--- src/rtl/stat_reg_pkg.sv ---
package stat_reg_pkg;
   typedef struct packed {
      logic to;
      logic pd;
   } cause_t;

   localparam cause_t CAUSE_POR = '{to: 1'b1, pd: 1'b1};
endpackage

--- src/rtl/stat_bank_bits.sv ---
module stat_bank_bits #(
   parameter int BANK_W = 3
) (
   input  logic              clk,
   input  logic              rst_n,
   input  logic              wr_en,
   input  logic [BANK_W-1:0] wr_bits,
   output logic [BANK_W-1:0] bank_q
);
   always_ff @(posedge clk) begin
      if (!rst_n)     bank_q <= '0;
      else if (wr_en) bank_q <= wr_bits;
   end
endmodule

--- src/rtl/stat_cause_bits.sv ---
module stat_cause_bits
   import stat_reg_pkg::*;
(
   input  logic   clk,
   input  logic   rst_n,
   input  logic   ev_pwr,
   input  logic   ev_wclr,
   input  logic   ev_sleep,
   input  logic   ev_tmo,
   output cause_t cause_q
);
   cause_t nxt;

   always_comb begin
      nxt = cause_q;
      if (ev_pwr) begin
         nxt = CAUSE_POR;
      end else begin
         // timeout owns to, sleep owns pd
         if (ev_tmo)                    nxt.to = 1'b0;
         else if (ev_sleep || ev_wclr)  nxt.to = 1'b1;
         if (ev_sleep)                  nxt.pd = 1'b0;
         else if (ev_wclr)              nxt.pd = 1'b1;
      end
   end

   always_ff @(posedge clk) begin
      if (!rst_n) cause_q <= CAUSE_POR;
      else        cause_q <= nxt;
   end
endmodule

--- src/rtl/stat_flag_bits.sv ---
module stat_flag_bits #(
   parameter int               FLAG_W   = 3,
   parameter logic [FLAG_W-1:0] FLAG_RST = '0
) (
   input  logic              clk,
   input  logic              rst_n,
   input  logic              wr_en,
   input  logic [FLAG_W-1:0] wr_bits,
   input  logic [FLAG_W-1:0] upd,
   input  logic [FLAG_W-1:0] val,
   output logic [FLAG_W-1:0] flag_q
);
   for (genvar i = 0; i < FLAG_W; i++) begin : g_flag
      always_ff @(posedge clk) begin
         if (!rst_n)      flag_q[i] <= FLAG_RST[i];
         else if (upd[i]) flag_q[i] <= val[i];
         else if (wr_en)  flag_q[i] <= wr_bits[i];
      end
   end
endmodule

--- src/rtl/stat_reg.sv ---
module stat_reg
   import stat_reg_pkg::*;
#(
   parameter int               BANK_W   = 3,
   parameter int               FLAG_W   = 3,
   parameter logic [FLAG_W-1:0] FLAG_RST = '0,
   localparam int              REG_W    = BANK_W + 2 + FLAG_W,
   localparam int              PD_POS   = FLAG_W,
   localparam int              TO_POS   = FLAG_W + 1
) (
   input  logic              clk,
   input  logic              rst_n,
   input  logic              wr_en,
   input  logic [REG_W-1:0]  wr_data,
   input  logic [FLAG_W-1:0] flg_upd,
   input  logic [FLAG_W-1:0] flg_val,
   input  logic              ev_pwr,
   input  logic              ev_wclr,
   input  logic              ev_sleep,
   input  logic              ev_tmo,
   output logic [REG_W-1:0]  status_q
);
   if (BANK_W < 1 || FLAG_W < 1) begin : g_bad_param
      $error("stat_reg: BANK_W and FLAG_W must be at least 1");
   end

   logic [BANK_W-1:0] bank_q;
   logic [FLAG_W-1:0] flag_q;
   cause_t            cause_q;

   stat_bank_bits #(.BANK_W(BANK_W)) u_bank (
      .clk    (clk),
      .rst_n  (rst_n),
      .wr_en  (wr_en),
      .wr_bits(wr_data[REG_W-1:TO_POS+1]),
      .bank_q (bank_q)
   );

   stat_cause_bits u_cause (
      .clk     (clk),
      .rst_n   (rst_n),
      .ev_pwr  (ev_pwr),
      .ev_wclr (ev_wclr),
      .ev_sleep(ev_sleep),
      .ev_tmo  (ev_tmo),
      .cause_q (cause_q)
   );

   stat_flag_bits #(.FLAG_W(FLAG_W), .FLAG_RST(FLAG_RST)) u_flag (
      .clk    (clk),
      .rst_n  (rst_n),
      .wr_en  (wr_en),
      .wr_bits(wr_data[FLAG_W-1:0]),
      .upd    (flg_upd),
      .val    (flg_val),
      .flag_q (flag_q)
   );

   assign status_q = {bank_q, cause_q.to, cause_q.pd, flag_q};
endmodule

--- config.mk ---
export PLATFORM = sky130hd
export DESIGN_NAME = stat_reg
export DESIGN_NICKNAME = d
export VERILOG_FILES = /design/src/rtl/stat_reg_pkg.sv /design/src/rtl/stat_bank_bits.sv /design/src/rtl/stat_cause_bits.sv /design/src/rtl/stat_flag_bits.sv /design/src/rtl/stat_reg.sv
export SDC_FILE = /design/constraint.sdc
export NUM_CORES = 1
export LEC_CHECK = 0
export CELL_PAD_IN_SITES_DETAIL_PLACEMENT = 0
export CELL_PAD_IN_SITES_GLOBAL_PLACEMENT = 1
export CORE_ASPECT_RATIO = 0.9
export CORE_MARGIN = 1.5
export CORE_UTILIZATION = 19
export DETAILED_ROUTE_END_ITERATION = 6
export PLACE_DENSITY_LB_ADDON = 0.08
export REMOVE_ABC_BUFFERS = 1
export SLEW_MARGIN = 20
export SYNTH_ARGS = -nofsm -noshare
export SYNTH_HDL_FRONTEND = slang
export SYNTH_HIERARCHICAL = 1
export SYNTH_SLANG_ARGS = --single-unit
--- constraint.sdc ---
create_clock -name clk -period 1.1 [get_ports clk]
set_input_delay 0.22 -clock clk [delete_from_list [all_inputs] [get_ports clk]]
set_output_delay 0.22 -clock clk [all_outputs]
set_load 0.02 [all_outputs]
-- After elaboration in Yosys (flattened, before gate mapping)
Index checks and enable logic that the tools add are counted.
- muxes and demuxes: 10
- bitwise logic cells: 1
- reduce and logical (&&, ||, !) cells: 7
- operators with widths (kind ; number):
    two-way mux 1 bit ; 10
    nonzero test 2 bit ; 5
    OR reduction 2 bit ; 1
    logical OR 1 bit ; 1
    NOT 1 bit ; 1
- bits in registers: 8
- input port bits: 21
- logic and storage cells: 24

-- Depth between registers and ports, before layout
- depth in word-level cells: 3
- gate-level depth with buffers: 2
- depth with buffers taken out: 2

-- Modules after synthesis
The synthesis kept the hierarchy.
- by module, submodules not included (module ; times used ; cells an instance ; area each (um2) ; sequential area each (um2)):
    stat_flag_bits ; 1 ; 12 ; 142.6 ; 60.1
    stat_bank_bits ; 1 ; 9 ; 108.9 ; 60.1
    stat_cause_bits ; 1 ; 7 ; 67.6 ; 40.0

-- Least setup slack after synthesis
No wires, ideal clock.
- path type: reg2reg
- start point: reg, netlist name u_flag/flag_q[0]
- end point: reg u_flag.flag_q[0]
- data arrival time: 830 ps
- required time: 984 ps
- slack: 154 ps
- stages on the path, launching flop included: 3
- period minus slack after synthesis: 946 ps
- path through: dfxtp_1 -> mux2_1 -> o211a_1
- RTL lines (what ; RTL line ; source):
    end signal: indexed assignment ; stat_flag_bits.sv:15 ; if (!rst_n) flag_q[i] <= FLAG_RST[i];
    end signal: indexed assignment ; stat_flag_bits.sv:16 ; else if (upd[i]) flag_q[i] <= val[i];
    end signal: indexed assignment ; stat_flag_bits.sv:17 ; else if (wr_en) flag_q[i] <= wr_bits[i];
    end: declaration ; stat_flag_bits.sv:11 ; output logic [FLAG_W-1:0] flag_q

-- Worst setup path in the final report
- start point: reg, netlist name u_cause/cause_q[0]
- end point: out status_q[3]
- RTL lines (what ; RTL line ; source):
    end: declaration ; stat_reg.sv:21 ; output logic [REG_W-1:0] status_q
No word-level cell between the ends.

==> run_results.csv <==
group,metric,value,unit
worst_setup_path,crit_path_end,"status_q[3]",
sta,post-route-period-util,0.944,
clocking,root_buffer,"clkbuf_4",
pwr,intPower,0.000530,W
cells_and_area,drive_above_1_share,0.237,
placed_design,gp_congestion,0.709,
placed_design,post-place-ws,-0.349,ns
die,core,1510,um^2
die,die_w,46.2,um
sta,rsz0062_at_grt,"false",
yosys,yosys_warnings,6,
route,postRouteAntennaNets,0,
clocking,ctsHoldBuffers,0,
pwr,power,0.000683,W
route,wl,765,um
worst_setup_path,r2r_end,"u_flag/flag_q[0]",
worst_setup_path,path_class,"flip-flop to output port",
pwr,power.leakage,0.279,nW
sta,min_period,1.04,ns
min_path,hp-class,"flip-flop to flip-flop",
die,ioPinCount,29,
outcome,outcome,"complete, no violations",
route,via_count,318,
clocking,cts_tree,"built",
die,initial_core_util,0.211,
grt,grt_pass1_vias,321,
yosys,avgSynthCellArea,11.4,um^2
yosys,synth_edf_count,0,
yosys,netlist_instances,28,
grt,grt_max_degree,5,
route,drtPass1Iterations,3,
pwr,power.share.switching,0.224,
cells_and_area,stdcell_area,616,um^2
worst_setup_path,reg2reg_setup_slack,0.20,ns
pwr,ir_worst_vdd,0.626,mV
sta,hold_viol_final,0,
worst_setup_path,rr_startpoint,"u_flag/flag_q[0]",
clocking,cts-htree-levels,1,
yosys,synthFlopType,"dfxtp_1",
route,drt_iter0_drc,3,
grt,gr-total-overflow,0,
die,die_y,41.9,um
worst_setup_path,critPathTopFamily,"flip-flops",
worst_setup_path,reg2regPathDepth,2,
grt,grt_use_total,0.0936,
placed_design,place_area,622,um^2
sta,setup_violations,0,
clocking,cts.path.max_buffers,2,
sta,fmax,963,MHz
yosys,yosysTopAreaCell,"dfxtp_1",
yosys,synth_seq_area_share,0.502,
worst_setup_path,cp.arrival,0.82,ns
worst_setup_path,crit_slowest_cell,"dfxtp_1",
yosys,synth_area,319,um^2
cells_and_area,final_nets,82,
route,avgViaCountPerCell,3.93,
worst_setup_path,cp_max_fo,2,
worst_setup_path,critical-path-max-stage-delay,0.32,ns
worst_setup_path,startpoint_type,"flip-flop",
sta,fin_skew,0,ns
die,placementRows,13,
cells_and_area,fin_util,0.407,
worst_setup_path,crit_path_start,"u_cause/cause_q[0]",
grt,antenna_found_initial,0,
yosys,async_reset_ff_frac,0,
pwr,combPwrFrac,0.227,
sta,fin_ws,0.0611,ns
sta,worstMarginPinSlew,0.136,ns
worst_setup_path,crit_cells,1,
yosys,synth-seq-cells,8,
clocking,numCtsBuffers,3,
die,dieArea,1930,um^2
sta,max_slew_margin,0.907,
cells_and_area,n_antenna_cell,0,
placed_design,port_buffers,26,
worst_setup_path,required,0.88,ns
pwr,clockPowerShare,0.311,
sta,drv_slew,0,
route,drc,0,
cells_and_area,area_delta_synth_final,92.9,%
pwr,seq_power_share,0.463,
sta,fin_setup_tns,0,ns
pwr,p_per_area,1110,nW/um^2
job,drv_cap,0,
worst_setup_path,path_buf_inv,1,
worst_setup_path,cp-end-kind,"output port",
cells_and_area,fill_cells,158,
yosys,ys_top_cells_by_area,"dfxtp_1 50%, mux2_1 11%, mux2i_1 9.4%",
yosys,yosysMostFrequentCell,"dfxtp_1",
yosys,synth_cell_types,11,
pwr,switchingPower,0.000153,W
clocking,cts.reportedPaths.clkPinSlew,0.05,ns
grt,grt_pass1_wl,1260,um
worst_setup_path,critical_path.cell_chain,"clkdlybuf4s15_2",
route,wl_per_cell,9.44,um
clocking,clkLatencyLatePin,0.24,ns
yosys,yosys.area.top_type_share,0.502,
clocking,clock_sinks,8,
==> registers in the layout, summed over array words and instances, names as in the netlist <==
signal,cells
u_bank/bank_q,3
u_cause/cause_q,2
u_flag/flag_q,3
==> placed cells by master, fill, tap and decap left out, drive strengths merged <==
master,Yosys,final
clkdlybuf4s50,0,17
dfxtp,8,8
clkbuf,0,6
buf,0,5
nor2b,4,4
mux2i,3,3
mux2,3,3
nand2b,3,3
o211a,3,3
clkdlybuf4s15,0,2
o21ai,2,2
dlygate4sd2,0,1
nor3,1,1
nor2,1,1
==> through the flow <==
stage / hold slack (ns) / instances
2_1_floorplan: 0.320 / 28
3_3_place_gp: 0.491 / 78
3_5_place_dp: 0.496 / 78
4_1_cts: 0.509 / 81
5_1_grt: 0.536 / 81
6_report: 0.497 / 81
==> area by class of cell <==
cell class              count  area, um^2  share of cell area
repair buffers             28         246               0.400
flip-flops and latches      8         160               0.260
multi-input cells          20         159               0.258
well taps                  22        27.5              0.0447
clock buffers               3        22.5              0.0366
==> worst min path at each step <==
stage	cells after the start	start	slack [ns]	end
floorplan	1	ev_tmo	0.32	u_cause/cause_q[1]
global placement	2	u_cause/cause_q[1]	0.49	u_cause/cause_q[1]
detailed placement	2	u_cause/cause_q[1]	0.50	u_cause/cause_q[1]
CTS	2	u_cause/cause_q[1]	0.51	u_cause/cause_q[1]
global route	2	ev_tmo	0.54	u_cause/cause_q[1]
finish	2	u_cause/cause_q[1]	0.50	u_cause/cause_q[1]
==> power groups by stage <==
stage / combinational, W / sequential, W / clock, W
6_report: 0.000155 / 0.000316 / 0.000212
5_1_grt: 0.000167 / 0.000318 / 0.000253
4_1_cts: 0.000165 / 0.000316 / 0.000230
3_5_place_dp: 0.000173 / 0.000323 / 0
3_3_place_gp: 0.000170 / 0.000322 / 0
2_1_floorplan: 0.0000335 / 0.000344 / 0
==> metal layers <==
layer | global-route usage | wire length (um) | up-vias | share of wire
met5 | 0 | 0 | - | 0
met4 | 0.0171 | 0 | 0 | 0
met3 | 0.0826 | 56 | 0 | 0.073
met2 | 0.156 | 432 | 13 | 0.56
met1 | 0.0842 | 276 | 143 | 0.36
li1 | - | - | 162 | -
==> cells by family after synthesis <==
| kind of cell | Yosys count | synth area share |
|---|---|---|
| AO/OA/AOI/OAI | 5 | 0.125 |
| AND/OR/NAND/NOR | 9 | 0.173 |
| flip-flops | 8 | 0.502 |
| multiplexers | 6 | 0.200 |
==> timing repair <==
action,CTS,global route
cloned,0,0
buffers inserted,0,0
gates resized for setup,22,6
setup endpoints to repair,11,6
Power figures use the tool's default switching activity.
